==> src/rtl/seg_base_pkg.sv <==
package seg_base_pkg;
  typedef enum logic [2:0] {
    MODE_REAL   = 3'd0,
    MODE_V86    = 3'd1,
    MODE_PROT   = 3'd2,
    MODE_COMPAT = 3'd3,
    MODE_LONG   = 3'd4
  } cpu_mode_e;

  typedef enum logic [1:0] {
    FLT_NONE = 2'd0,
    FLT_UD   = 2'd1,
    FLT_GP   = 2'd2
  } fault_e;

  localparam logic [7:0] OPC_ESCAPE = 8'h0F;
  localparam logic [7:0] OPC_GROUP  = 8'hAE;
  localparam logic [2:0] REGF_FS    = 3'd2;
  localparam logic [2:0] REGF_GS    = 3'd3;
  localparam int unsigned NUM_BASES = 2;
  localparam int unsigned SEL_FS    = 0;
  localparam int unsigned SEL_GS    = 1;
endpackage

==> src/rtl/sbw_decode.sv <==
module sbw_decode
  import seg_base_pkg::*;
(
  input  logic       pfx_rep,
  input  logic [7:0] opc0,
  input  logic [7:0] opc1,
  input  logic [7:0] modrm,
  input  logic       rex_b,
  output logic       hit,
  output logic       sel_gs,
  output logic [3:0] src_idx
);
  logic [2:0] reg_fld;
  logic       opc_ok;
  logic       reg_ok;

  always_comb begin
    reg_fld = modrm[5:3];
    opc_ok  = pfx_rep && (opc0 == OPC_ESCAPE) && (opc1 == OPC_GROUP);
    reg_ok  = (reg_fld == REGF_FS) || (reg_fld == REGF_GS);
    hit     = opc_ok && reg_ok;
    sel_gs  = (reg_fld == REGF_GS);
    src_idx = {rex_b, modrm[2:0]};
  end
endmodule

==> src/rtl/sbw_legality.sv <==
module sbw_legality
  import seg_base_pkg::*;
#(
  parameter int unsigned DATA_W  = 64,
  parameter int unsigned VA_BITS = 48,
  parameter int unsigned NARROW_W = 32
) (
  input  logic [2:0]        cpu_mode,
  input  logic              pfx_lock,
  input  logic              cr_en,
  input  logic              cap,
  input  logic              rex_w,
  input  logic [DATA_W-1:0] src_val,
  output fault_e            fault,
  output logic [DATA_W-1:0] operand
);
  localparam int unsigned TOP_W = DATA_W - VA_BITS + 1;

  logic [TOP_W-1:0] top_bits;
  logic             canonical;
  logic             ud_cond;

  always_comb begin
    if (rex_w) operand = src_val;
    else       operand = {{(DATA_W-NARROW_W){1'b0}}, src_val[NARROW_W-1:0]};

    top_bits  = operand[DATA_W-1:VA_BITS-1];
    canonical = (&top_bits) || (~|top_bits);

    ud_cond = (cpu_mode != MODE_LONG) || pfx_lock || !cr_en || !cap;

    if (ud_cond)         fault = FLT_UD;
    else if (!canonical) fault = FLT_GP;
    else                 fault = FLT_NONE;
  end
endmodule

==> src/rtl/sbw_base_bank.sv <==
module sbw_base_bank
  import seg_base_pkg::*;
#(
  parameter int unsigned DATA_W = 64,
  parameter int unsigned NUM    = NUM_BASES,
  localparam int unsigned SEL_W = (NUM > 1) ? $clog2(NUM) : 1
) (
  input  logic                       clk,
  input  logic                       rst_n,
  input  logic                       wr_en,
  input  logic [SEL_W-1:0]           wr_sel,
  input  logic [DATA_W-1:0]          wr_data,
  output logic [NUM-1:0][DATA_W-1:0] bases
);
  for (genvar i = 0; i < NUM; i++) begin : g_base
    logic [DATA_W-1:0] val_q;
    always_ff @(posedge clk or negedge rst_n) begin
      if (!rst_n)                                       val_q <= '0;
      else if (wr_en && (wr_sel == SEL_W'(i)))          val_q <= wr_data;
    end
    assign bases[i] = val_q;
  end
endmodule

==> src/rtl/seg_base_wr_unit.sv <==
module seg_base_wr_unit
  import seg_base_pkg::*;
#(
  parameter int unsigned DATA_W  = 64,
  parameter int unsigned VA_BITS = 48
) (
  input  logic              clk,
  input  logic              rst_n,
  input  logic              in_valid,
  input  logic              pfx_rep,
  input  logic              pfx_lock,
  input  logic              rex_w,
  input  logic              rex_b,
  input  logic [7:0]        opc0,
  input  logic [7:0]        opc1,
  input  logic [7:0]        modrm,
  input  logic [DATA_W-1:0] src_val,
  input  logic [2:0]        cpu_mode,
  input  logic              cr_fsgs_en,
  input  logic              cap_fsgs,
  output logic [3:0]        src_idx,
  output logic              done,
  output logic [1:0]        fault,
  output logic              not_handled,
  output logic [DATA_W-1:0] fs_base,
  output logic [DATA_W-1:0] gs_base
);
  logic                             hit;
  logic                             sel_gs;
  fault_e                           chk_fault;
  logic [DATA_W-1:0]                operand;
  logic                             do_write;
  logic [NUM_BASES-1:0][DATA_W-1:0] bank_out;
  logic                             done_q;
  logic                             nh_q;
  fault_e                           fault_q;

  sbw_decode u_dec (
    .pfx_rep (pfx_rep),
    .opc0    (opc0),
    .opc1    (opc1),
    .modrm   (modrm),
    .rex_b   (rex_b),
    .hit     (hit),
    .sel_gs  (sel_gs),
    .src_idx (src_idx)
  );

  sbw_legality #(.DATA_W(DATA_W), .VA_BITS(VA_BITS)) u_leg (
    .cpu_mode (cpu_mode),
    .pfx_lock (pfx_lock),
    .cr_en    (cr_fsgs_en),
    .cap      (cap_fsgs),
    .rex_w    (rex_w),
    .src_val  (src_val),
    .fault    (chk_fault),
    .operand  (operand)
  );

  assign do_write = in_valid && hit && (chk_fault == FLT_NONE);

  sbw_base_bank #(.DATA_W(DATA_W), .NUM(NUM_BASES)) u_bank (
    .clk     (clk),
    .rst_n   (rst_n),
    .wr_en   (do_write),
    .wr_sel  (sel_gs),
    .wr_data (operand),
    .bases   (bank_out)
  );

  always_ff @(posedge clk or negedge rst_n) begin
    if (!rst_n) begin
      done_q  <= 1'b0;
      nh_q    <= 1'b0;
      fault_q <= FLT_NONE;
    end else begin
      done_q  <= in_valid && hit;
      nh_q    <= in_valid && !hit;
      fault_q <= (in_valid && hit) ? chk_fault : FLT_NONE;
    end
  end

  assign done        = done_q;
  assign not_handled = nh_q;
  assign fault       = fault_q;
  assign fs_base     = bank_out[SEL_FS];
  assign gs_base     = bank_out[SEL_GS];
endmodule

==> config.mk <==
export PLATFORM = sky130hd
export DESIGN_NAME = seg_base_wr_unit
export DESIGN_NICKNAME = d
export VERILOG_FILES = /design/src/rtl/seg_base_pkg.sv /design/src/rtl/sbw_decode.sv /design/src/rtl/sbw_legality.sv /design/src/rtl/sbw_base_bank.sv /design/src/rtl/seg_base_wr_unit.sv
export SDC_FILE = /design/constraint.sdc
export NUM_CORES = 1
export LEC_CHECK = 0
export ABC_AREA = 0
export BUFFER_PORTS_ARGS = -buffer_cell sky130_fd_sc_hd__buf_2
export CORE_MARGIN = 2
export CORE_UTILIZATION = 43
export DETAILED_ROUTE_END_ITERATION = 6
export PLACE_DENSITY = 0.82
export SKIP_LAST_GASP = 1
export SLEW_MARGIN = 15
export SYNTH_ARGS = -nofsm -noshare
export SYNTH_HDL_FRONTEND = slang
export SYNTH_SLANG_ARGS = --single-unit
export TNS_END_PERCENT = 1
==> constraint.sdc <==
create_clock -name clk -period 0.8 [get_ports clk]
set_input_delay 0.08 -clock clk [delete_from_list [all_inputs] [get_ports clk]]
set_output_delay 0.08 -clock clk [all_outputs]
set_load 0.005 [all_outputs]
; ---- Word level (Yosys, flattened, before mapping)
; Cells that the tools add are included.
; W data, S select, Z words.
[word_totals]
ff_bits = 132
inputBits = 100
out_inout_bits = 136
[op_classes]
eq_ne = 5
n_mux = 4
bitwise_logic = 1
n_reduce_logical = 20
[op_table]
columns = op, n
row1 = $mux W64, 1
row2 = $reduce_and A17 Y1, 1
row3 = $reduce_or A17 Y1, 1
row4 = $eq A8 B4 Y1 const B, 1
row5 = $eq A8 B8 Y1 const B, 1
row6 = $logic_and A1 B1 Y1, 8
row7 = $eq A3 B2 Y1 const B, 2
row8 = $mux W2, 3
row9 = $logic_or A1 B1 Y1, 5
row10 = $logic_not A1 Y1, 4
row11 = $ne A3 B3 Y1 const B, 1
row12 = $logic_not A2 Y1, 1
row13 = $not A1 Y1, 1

; ---- Longest topological paths before layout
; Gate-level depths: netlist of the first run.
[logic_depth]
depth_word = 9
mapped_depth = 7
ltp_nobuf = 5

; ---- Hierarchy
; Synthesis of the first run repeated with hierarchy kept, for this count alone.
[hier_totals]
hier_cells = 377
hier_area_um2 = 5967.0
[by_module_without_submodules]
columns = module, instances, cells_each, area_each_um2, seq_area_each_um2
row1 = sbw_base_bank, 1, 271, 5139.9, 3203.1
row2 = sbw_legality, 1, 84, 579.3, 0.0
row3 = seg_base_wr_unit, 1, 9, 143.9, 100.1
row4 = sbw_decode, 1, 13, 103.8, 0.0

; ---- Worst setup path after synthesis of the first run
; Ideal clock, no wire load.
[synth_path]
kind = input to register
from = input port opc0[7]
to = register u_bank.g_base[1].val_q[10]
setup_time_ns = 0.125
t_arrival_ns = 1.920
slack_ns = -1.245
stages = 7
n_path_buf = 2
path_cell_list = or4b_4 > nor3_4 > nand4_4 > a211oi_2 > buf_6 > buf_12 > mux2_4
[synth_via]
elab_chain_cells = 7
[synth_rtl]
columns = element, line
row1 = "start, declared", seg_base_wr_unit.sv:14  ; input logic [7:0] opc0,
row2 = $eq A8 B4 Y1, sbw_decode.sv:19  ; opc_ok = pfx_rep && (opc0 == OPC_ESCAPE) && (opc1 == OPC_GROUP);
row3 = $logic_and A1 B1 Y1 (2 in a row), sbw_decode.sv:19
row4 = $logic_and A1 B1 Y1, sbw_decode.sv:21  ; hit = opc_ok && reg_ok;
row5 = $logic_and A1 B1 Y1 (2 in a row), seg_base_wr_unit.sv:60  ; assign do_write = in_valid && hit && (chk_fault == FLT_NONE);
row6 = $logic_and A1 B1 Y1, sbw_base_bank.sv:19  ; else if (wr_en && (wr_sel == SEL_W'(i))) val_q <= wr_data;
row7 = "end signal, assigned", sbw_base_bank.sv:19
row8 = "end, declared", sbw_base_bank.sv:16  ; logic [DATA_W-1:0] val_q;
; Every way passes these cells.
; A chain may end at the register's enable or synchronous reset.

; ---- Worst setup path after layout of the first run
[layout_path]
from = input port src_val[57]
to = register u_bank.g_base[1].val_q[40]
[layout_via]
elab_chain_cells = 9
[layout_rtl]
columns = element, line
row1 = "start, declared", seg_base_wr_unit.sv:17  ; input logic [DATA_W-1:0] src_val,
row2 = $mux W64 *, sbw_legality.sv:24  ; if (rex_w) operand = src_val;
row3 = $reduce_or A17 Y1, sbw_legality.sv:28  ; canonical = (&top_bits) || (~|top_bits);
row4 = $logic_not A1 Y1, sbw_legality.sv:28
row5 = $logic_or A1 B1 Y1 *, sbw_legality.sv:28
row6 = $mux W2 *, sbw_legality.sv:33  ; else if (!canonical) fault = FLT_GP;
row7 = $mux W2 *, sbw_legality.sv:32  ; if (ud_cond) fault = FLT_UD;
row8 = $logic_not A2 Y1 *, seg_base_wr_unit.sv:60
row9 = $logic_and A1 B1 Y1 *, seg_base_wr_unit.sv:60
row10 = $logic_and A1 B1 Y1 *, sbw_base_bank.sv:19
; Every way passes the cells marked *; elsewhere a longest branch is shown, timed or not.

==> results of run 1 <==
## synthesized netlist by cell type, types with 4 or more instances
cell / number
dfrtp_1: 132
mux2_2: 61
mux2_4: 30
nand2_1: 20
inv_1: 18
a21o_1: 17
mux2i_1: 17
and2_1: 15
buf_4: 7
buf_6: 7
nand4_1: 5
nor4_1: 4
## kinds of logic after synthesis
kind of cell,count (synthesis),synth area share [%]
buf+inv,40,5.11
flops,132,60.2
compound gates,23,3.83
simple gates,58,6.34
mux,111,24.5
## critical path: cells and delay by family
| kind | cells | cell delay [ps] |
|---|---|---|
| AO/OA/AOI/OAI | 2 | 670 |
| buffers and inverters | 4 | 630 |
| AND/OR/NAND/NOR | 2 | 390 |
| multiplexers | 1 | 360 |
## how the worst max path moves through the flow
stage                            from                    endpoint  slack, ps  cells past startpoint
after floorplan               opc0[7]  u_bank.g_base[0].val_q[10]      -1120                      7
after global placement    src_val[50]   u_bank.g_base[0].val_q[0]      -1450                      7
after detailed placement  src_val[50]   u_bank.g_base[0].val_q[1]      -1470                      7
after CTS                     opc0[7]  u_bank.g_base[0].val_q[17]      -1010                      8
after global routing      src_val[47]  u_bank.g_base[1].val_q[42]      -1100                      9
final                     src_val[57]  u_bank.g_base[1].val_q[40]      -1030                      9
## where the power goes
part | switching, W | internal, W | total (W) | leakage (nW)
sequential | 0.000000552 | 0.00668 | 0.00668 | 1.75
combinational | 0.000421 | 0.000455 | 0.000876 | 2.67
clock | 0.00288 | 0.00442 | 0.00730 | 0.268
## state kept, by name, indices dropped and copies added, names as in the netlist
signal               flops
u_bank.g_base.val_q    128
fault                    2
done                     1
not_handled              1
## per-layer routing
metal	vias up	share of wire [%]	global-route usage, %
met5	-	0	0
met4	0	1.4	8.78
met3	21	6.9	6.85
met2	183	51	39.6
met1	2091	41	26.9
li1	1890	-	-
## per-stage QoR
| step | area (sq um) | util (%) |
|---|---|---|
| after floorplan | 5670 | - |
| after global placement | 7240 | 57.9 |
| after detailed placement | 7240 | 57.9 |
| after CTS | 8320 | 66.5 |
| after global routing | 8450 | 67.5 |
| final | 8450 | 67.5 |
## final cells by class
cell class | count | area [sq um]
well taps | 172 | 215
fillers | 872 | 4060
repair buffers | 318 | 2180
clock inverters | 12 | 106
multi-input cells | 192 | 2130
flip-flops and latches | 132 | 3300
inverters | 18 | 67.6
clock buffers | 20 | 457
diodes | 1 | 2.50
## what timing repair did
action | 4_1_cts | 5_1_grt
hold buffers | 37 | 0
buffers inserted | 3 | 5
gates resized for setup | 5 | 15
cloned | 3 | 2
setup endpoints to repair | 264 | 264
pin swaps | 0 | 4
endpoints found under the hold margin | 202 | 0
==> flow_summary.json, run 1 <==
{
  "num_io_pins": 236,
  "regToRegStartpoint": "u_bank.g_base[1].val_q[19]",
  "area_growth_pct": 54.2,
  "synth_top_area_share_pct": 60.2,
  "synth_ff_type": "dfrtp_1",
  "tightest_slew_ps": 333,
  "drt-initial-drc-count": 264,
  "drt-total-wl_mm": 15.4,
  "whs_ps": 33.5,
  "via_count": 4185,
  "hpwl_mm": 10.1,
  "setup_viol": 264,
  "slew_viol_final": 0,
  "cts_tree": "built",
  "placed_cells": 784,
  "hold_viol_final": 0,
  "initial_utilization_pct": 43.8,
  "vias_per_cell": 4.84,
  "worst_setup_path_start_kind": "primary input",
  "port_buffers": 225,
  "core_region_area_sq_um": 12500,
  "postRouteAntennaNets": 0,
  "rsz0062_at_grt": "yes",
  "yosys_warnings": 0,
  "synth_edf_count": 0,
  "finalNonFillerCells": 865,
  "die_h_um": 117,
  "antenna_found_initial": 1,
  "drv_cap": 0,
  "cp.arrival_ps": 2130,
  "r2r_cells": 1,
  "powerDensity_nw_per_um2": 1760,
  "avgRoutedWirePerCell_um": 17.8,
  "grt_pass1_wl_mm": 23.5,
  "ys_top_cells_by_area": "dfrtp_1 60%, mux2_2 13%, mux2_4 8.2%",
  "clkTransAtPathRegs_ps": 60,
  "avgSynthCellArea_sq_um": 15.1,
  "setup_ws_ps": -1030,
  "slowest_delay_ps": 460,
  "vdd_ir_drop_max_uv": 1120,
  "timing.rr.end": "u_bank.g_base[1].val_q[19]",
  "synth_cell_type_count": 33,
  "critPathRequiredTime_ps": 1090,
  "hold_end": "u_bank.g_base[0].val_q[41]",
  "cts_max_level": 4,
  "rows": 41,
  "drt_first_pass_iters": 4,
  "total_power_w": 0.0149,
  "nNetsFinal": 779,
  "first_global_vias": 4603,
  "overflow": 0,
  "fin_crit_sh_pct": 229,
  "crit_fanout": 17,
  "tns_ps": -148550,
  "status": "complete, but fails checks",
  "violations": "setup timing",
  "cp_slowest_cell": "o41a_1",
  "skew_ps": 0,
  "cts_root_buf": "clkbuf_16",
  "dp_slack_ps": -1470,
  "design.die.area_sq_um": 13700,
  "die_x_um": 117,
  "synth_cells": 364,
  "async_flop_share_pct": 100,
  "track_usage_pct": 22.9,
  "p_leak_nw": 4.69,
  "r2r_slack_ps": 0,
  "drcViolationCount": 0,
  "final_cell_mix": "221 x buf_2, 132 x dfrtp_1, 74 x mux2_4",
  "cts.sink_count": 132,
  "final_common_cell": "buf_2",
  "drive_above_1_share_pct": 60.1,
  "cts_buffers": 17,
  "min_path_type": "primary input to flop",
  "slew_headroom_pct": 77.8,
  "fin_crit_ps": 1830,
  "grt_max_degree": 45,
  "yosysSeqAreaShare_pct": 60.2,
  "synth_top_cell_by_area": "dfrtp_1",
  "crit_type": "primary input to flop",
  "ys_ff_latch": 132,
  "fmax_mhz": 545,
  "syn_nets": 464,
  "gp_congestion": 0.835,
  "endpoint_kind": "flop",
  "clk_latency_ps": 410,
  "crit_chain": "buf_2 -> nor4_2 -> nand4_1 -> o41a_1 -> buf_4 -> a211oi_4 -> buf_6 -> buf_12 -> mux2_2",
  "cts_buffer_depth": 2,
  "holdCritStartpoint": "src_val[41]",
  "hold_path_depth": 3,
  "syn_area_sq_um": 5480
}
Power figures use the tool's default switching activity.
==> inputs of run 2 (changes only) <==
--- a/config.mk
+++ b/config.mk
@@ -6,11 +6,12 @@
 export NUM_CORES = 1
 export LEC_CHECK = 0
 export ABC_AREA = 0
-export BUFFER_PORTS_ARGS = -buffer_cell sky130_fd_sc_hd__buf_2
+export BUFFER_PORTS_ARGS = -buffer_cell sky130_fd_sc_hd__buf_4
 export CORE_MARGIN = 2
-export CORE_UTILIZATION = 43
+export CORE_UTILIZATION = 51
 export DETAILED_ROUTE_END_ITERATION = 6
-export PLACE_DENSITY = 0.82
+export HOLD_SLACK_MARGIN = 0.02
+export PLACE_DENSITY = 0.91
 export SKIP_LAST_GASP = 1
 export SLEW_MARGIN = 15
 export SYNTH_ARGS = -nofsm -noshare
==> constraint.sdc (replaced) <==
create_clock -name clk -period 2.4 [get_ports clk]
set_input_delay 0.24 -clock clk [delete_from_list [all_inputs] [get_ports clk]]
set_output_delay 0.24 -clock clk [all_outputs]
set_load 0.005 [all_outputs]
==> flow_summary.json, run 2 (synthesis results as in run 1) <==
{
  "status": "complete, no violations",
  "track_usage_pct": 28.7,
  "drt-initial-drc-count": 245,
  "fin_crit_ps": 2350,
  "slew_headroom_pct": 51.0,
  "min_path_type": "primary input to flop",
  "design.die.area_sq_um": 11600,
  "area_growth_pct": 59.4,
  "cts_tree": "built",
  "num_io_pins": 236,
  "diodes": 0,
  "die_x_um": 108,
  "cp_slowest_cell": "dlygate4sd3_1",
  "overflow": 0,
  "placed_cells": 720,
  "powerDensity_nw_per_um2": 627,
  "skew_ps": 0,
  "largest_register_ffs": 128,
  "clkTransAtPathRegs_ps": 60,
  "vias_per_cell": 5.34,
  "final_cell_mix": "236 x buf_4, 132 x dfrtp_1, 60 x mux2_2",
  "fin_crit_sh_pct": 97.9,
  "via_count": 4317,
  "hpwl_mm": 10.0,
  "vdd_ir_drop_max_uv": 394,
  "setup_ws_ps": 49.9,
  "core_region_area_sq_um": 10400,
  "slowest_delay_ps": 530,
  "postRouteAntennaNets": 0,
  "tightest_slew_ps": 735,
  "n_fill_cell": 488,
  "gp_congestion": 0.818,
  "nNetsFinal": 761,
  "cts_buffer_depth": 2,
  "drt_first_pass_iters": 4,
  "total_power_w": 0.00548,
  "drcViolationCount": 0,
  "finalNonFillerCells": 809,
  "antenna_found_initial": 0,
  "critPathRequiredTime_ps": 2790,
  "drv_cap": 0,
  "fmax_mhz": 426,
  "crit_type": "primary input to flop",
  "die_h_um": 108,
  "dp_slack_ps": -110,
  "met1_length_mm": 6.58,
  "grt_pass1_wl_mm": 24.7,
  "hold_viol_final": 0,
  "drive_above_1_share_pct": 56.8,
  "crit_fanout": 8,
  "grt_max_degree": 57,
  "dr_wl_met3_mm": 1.47,
  "cp.arrival_ps": 2740,
  "crit_chain": "dlygate4sd3_1 -> buf_4 -> nor4_4 -> nand4_1 -> o41a_1 -> a221oi_4 -> buf_12 -> clkbuf_16 -> mux2_2",
  "cts_root_buf": "clkbuf_8",
  "cts_max_level": 4,
  "met2_wirelength_mm": 9.00,
  "clk_latency_ps": 510,
  "cts_buffers": 17,
  "top_layer": "met4",
  "first_global_vias": 4546,
  "top_register": "u_bank.g_base.val_q",
  "setup_viol": 0,
  "slew_viol_final": 0,
  "cts.sink_count": 132,
  "whs_ps": 90.6,
  "initial_utilization_pct": 52.9,
  "port_buffers": 225,
  "avgRoutedWirePerCell_um": 21.6,
  "drt-total-wl_mm": 17.5,
  "worst_setup_path_start_kind": "primary input",
  "endpoint_kind": "flop",
  "rows": 37,
  "p_leak_nw": 4.70,
  "tns_ps": 0,
  "final_common_cell": "buf_4"
}
-- run 2: path summary, 6_finish.rpt --
check / to / slack (ps) / cells after the start / start
hold reg to reg: u_bank.g_base[1].val_q[58] / 480 / 1 / u_bank.g_base[1].val_q[58]
max in group asynchronous: u_bank.g_base[0].val_q[38] / 1330 / 3 / rst_n
min in group asynchronous: u_bank.g_base[0].val_q[11] / 320 / 2 / rst_n
setup reg to reg: u_bank.g_base[1].val_q[6] / 1540 / 1 / u_bank.g_base[1].val_q[6]
setup / recovery: u_bank.g_base[0].val_q[39] / 50 / 9 / src_val[59]
hold / removal: u_bank.g_base[0].val_q[45] / 90 / 3 / src_val[45]
-- run 2: through the flow --
step | cell area (sq um) | util (%)
after floorplan | 5480 | -
after global placement | 7350 | 70.9
after detailed placement | 7350 | 70.9
after CTS | 8510 | 82.1
after global routing | 8740 | 84.3
final | 8740 | 84.3
-- run 2: area by class of cell --
type                            instances  area, sq um  area share [%]
Clock inverter                         11          223            2.55
Tap cell                              136          170            1.95
Timing Repair Buffer                  300         2570            29.4
Multi-Input combinational cell        192         1960            22.4
Clock buffer                           20          445            5.10
Inverter                               18         67.6           0.773
Sequential cell                       132         3300            37.8
-- run 2: layer usage --
layer	vias to the layer above	GRT usage, %
met5	-	0
met4	0	9.34
met3	40	10.3
met2	259	51.3
met1	2155	31.7
li1	1863	-
-- run 2: worst max-delay path: cells and delay by family --
family / cells / cell delay, ps
mux: 1 / 350
simple gates: 2 / 270
compound gates: 2 / 820
buf+inv: 4 / 1050
-- run 2: report_power, final --
part / total, W / internal (W) / switching (W) / leakage [nW]
registers: 0.00223 / 0.00223 / 0.000000433 / 1.75
logic: 0.000314 / 0.000175 / 0.000139 / 2.62
clock network: 0.00294 / 0.00196 / 0.000984 / 0.322
total: 0.00548 / 0.00436 / 0.00112 / 4.70
-- run 2: what timing repair did --
action	CTS	global route
hold buffers	49	0
hold endpoints to repair	134	0
buffers inserted	0	4
setup endpoints to repair	0	101
gates resized for setup	0	10
==> inputs of run 3 (changes only) <==
--- a/config.mk
+++ b/config.mk
@@ -8,10 +8,10 @@
 export ABC_AREA = 0
 export BUFFER_PORTS_ARGS = -buffer_cell sky130_fd_sc_hd__buf_4
 export CORE_MARGIN = 2
-export CORE_UTILIZATION = 51
+export CORE_UTILIZATION = 40
 export DETAILED_ROUTE_END_ITERATION = 6
 export HOLD_SLACK_MARGIN = 0.02
-export PLACE_DENSITY = 0.91
+export PLACE_DENSITY = 0.75
 export SKIP_LAST_GASP = 1
 export SLEW_MARGIN = 15
 export SYNTH_ARGS = -nofsm -noshare
==> flow_summary.json, run 3 (synthesis results as in run 1) <==
{
  "status": "complete, no violations",
  "cts.sink_count": 132,
  "gp_congestion": 0.772,
  "via_count": 3784,
  "comb_power_share_pct": 4.4,
  "vias_per_cell": 4.75,
  "postRouteAntennaNets": 0,
  "drive_above_1_share_pct": 60.3,
  "n_fill_cell": 1002,
  "initial_utilization_pct": 41.2,
  "p_clk_share_pct": 53.1,
  "first_global_vias": 4089,
  "slew_headroom_pct": 52.4,
  "port_buffers": 225,
  "clk_latency_ps": 410,
  "switchingPower_w": 0.00107,
  "fin_crit_ps": 2120,
  "final_cell_mix": "235 x buf_4, 132 x dfrtp_1, 61 x mux2_2",
  "clkTransAtPathRegs_ps": 60,
  "overflow": 0,
  "cts_root_buf": "clkbuf_16",
  "slowest_delay_ps": 450,
  "finalNonFillerCells": 796,
  "nNetsFinal": 707,
  "powerDensity_nw_per_um2": 645,
  "top_register": "u_bank.g_base.val_q",
  "core_region_area_sq_um": 13300,
  "die_x_um": 121,
  "fin_crit_sh_pct": 88.2,
  "cp_slowest_cell": "o41a_1",
  "placed_cells": 763,
  "drt-total-wl_mm": 12.9,
  "swShare_pct": 20.4,
  "total_power_w": 0.00524,
  "avgRoutedWirePerCell_um": 16.2,
  "vdd_ir_drop_max_uv": 361,
  "num_io_pins": 236,
  "cts_buffers": 17,
  "post_cts_buffers": 0,
  "ctsHoldBuffers": 1,
  "rows": 42,
  "grt_pass1_wl_mm": 20.7,
  "die_h_um": 121,
  "cts_buffer_depth": 2,
  "critPathRequiredTime_ps": 2690,
  "drcViolationCount": 0,
  "cts.repair.resized": 0,
  "crit_chain": "buf_4 -> nor4_1 -> buf_4 -> nand4_1 -> o41a_1 -> a221oi_4 -> buf_12 -> mux2_2",
  "path_common_cell": "buf_4",
  "diodes": 0,
  "whs_ps": 65.8,
  "fin_util_pct": 61.1,
  "area_growth_pct": 48.2,
  "drt_first_pass_iters": 5,
  "cts_max_level": 4,
  "rsz0062_at_grt": "no",
  "min_path_type": "primary input to flop",
  "slew_viol_final": 0,
  "fmax_mhz": 473,
  "final_common_cell": "buf_4",
  "largest_register_ffs": 128,
  "p_leak_nw": 4.42,
  "worst_setup_path_start_kind": "primary input",
  "internal_power_w": 0.00417,
  "hpwl_mm": 9.22,
  "track_usage_pct": 18.4,
  "grt_max_degree": 133,
  "skew_ps": 0,
  "tightest_slew_ps": 714,
  "drt-initial-drc-count": 184,
  "cp.arrival_ps": 2400,
  "setup_viol": 0,
  "cts_tree": "built",
  "design.die.area_sq_um": 14700,
  "crit_type": "primary input to flop",
  "crit_fanout": 29,
  "drv_cap": 0,
  "antenna_found_initial": 0,
  "hold_viol_final": 0,
  "endpoint_kind": "flop",
  "p_seq_share_pct": 42.5
}
-- run 3: changes by cell type in the layout (fill, tap and decap cells not counted), sizes merged, moves of 2 or more --
cell | previous run | this run
dlygate4sd3 | 48 | 1
bufinv | 6 | 4
clkbuf | 25 | 20
clkinv | 2 | 5
-- run 3: power groups by stage --
stage	combinational (W)	sequential [W]	clock (W)
6_report	0.000230	0.00223	0.00278
5_1_grt	0.000255	0.00223	0.00296
4_1_cts	0.000235	0.00223	0.00284
3_5_place_dp	0.000232	0.00227	0
3_3_place_gp	0.000223	0.00227	0
2_1_floorplan	0.0000420	0.00227	0
-- run 3: critical path: cells and delay by family --
kind	cells	cell delay, ps
AOI/OAI and AO/OA	2	850
buffers and inverters	3	530
muxes	1	370
and+or+nand+nor	2	390
-- run 3: worst paths after layout --
| check | endpoint | slack [ps] | start | cells after the start |
|---|---|---|---|---|
| min in group asynchronous | u_bank.g_base[0].val_q[7] | 460 | rst_n | 3 |
| worst max-delay path | u_bank.g_base[0].val_q[6] | 280 | src_val[50] | 8 |
| worst min register to register | u_bank.g_base[1].val_q[49] | 480 | u_bank.g_base[1].val_q[49] | 1 |
| worst min-delay path | u_bank.g_base[1].val_q[22] | 70 | src_val[22] | 2 |
| worst max register to register | u_bank.g_base[0].val_q[44] | 1600 | u_bank.g_base[0].val_q[44] | 1 |
| max in group asynchronous | u_bank.g_base[1].val_q[51] | 1380 | rst_n | 3 |
-- run 3: layer usage --
layer  track usage (%)  share of wire [%]
met1              21.8                 40
met2              30.6                 50
met3              6.63                8.5
met4              6.98                1.3
met5                 0                  0
-- run 3: stage by stage --
step           worst slack [ps]  setup TNS (ps)  area [sq um]
6_report                    284               0          8130
5_1_grt                     167               0          8130
4_1_cts                     297               0          8130
3_5_place_dp               -134           -8860          7470
3_3_place_gp               -130           -9070          7470
2_1_floorplan               195               0          5480
-- run 3: final cells by class --
class / count / area (sq um) / share of cell area (%)
flip-flops and latches: 132 / 3300 / 40.6
clock buffers: 20 / 467 / 5.74
repair buffers: 246 / 1970 / 24.3
well taps: 176 / 220 / 2.71
clock inverters: 12 / 176 / 2.17
inverters: 18 / 67.6 / 0.831
multi-input cells: 192 / 1920 / 23.6
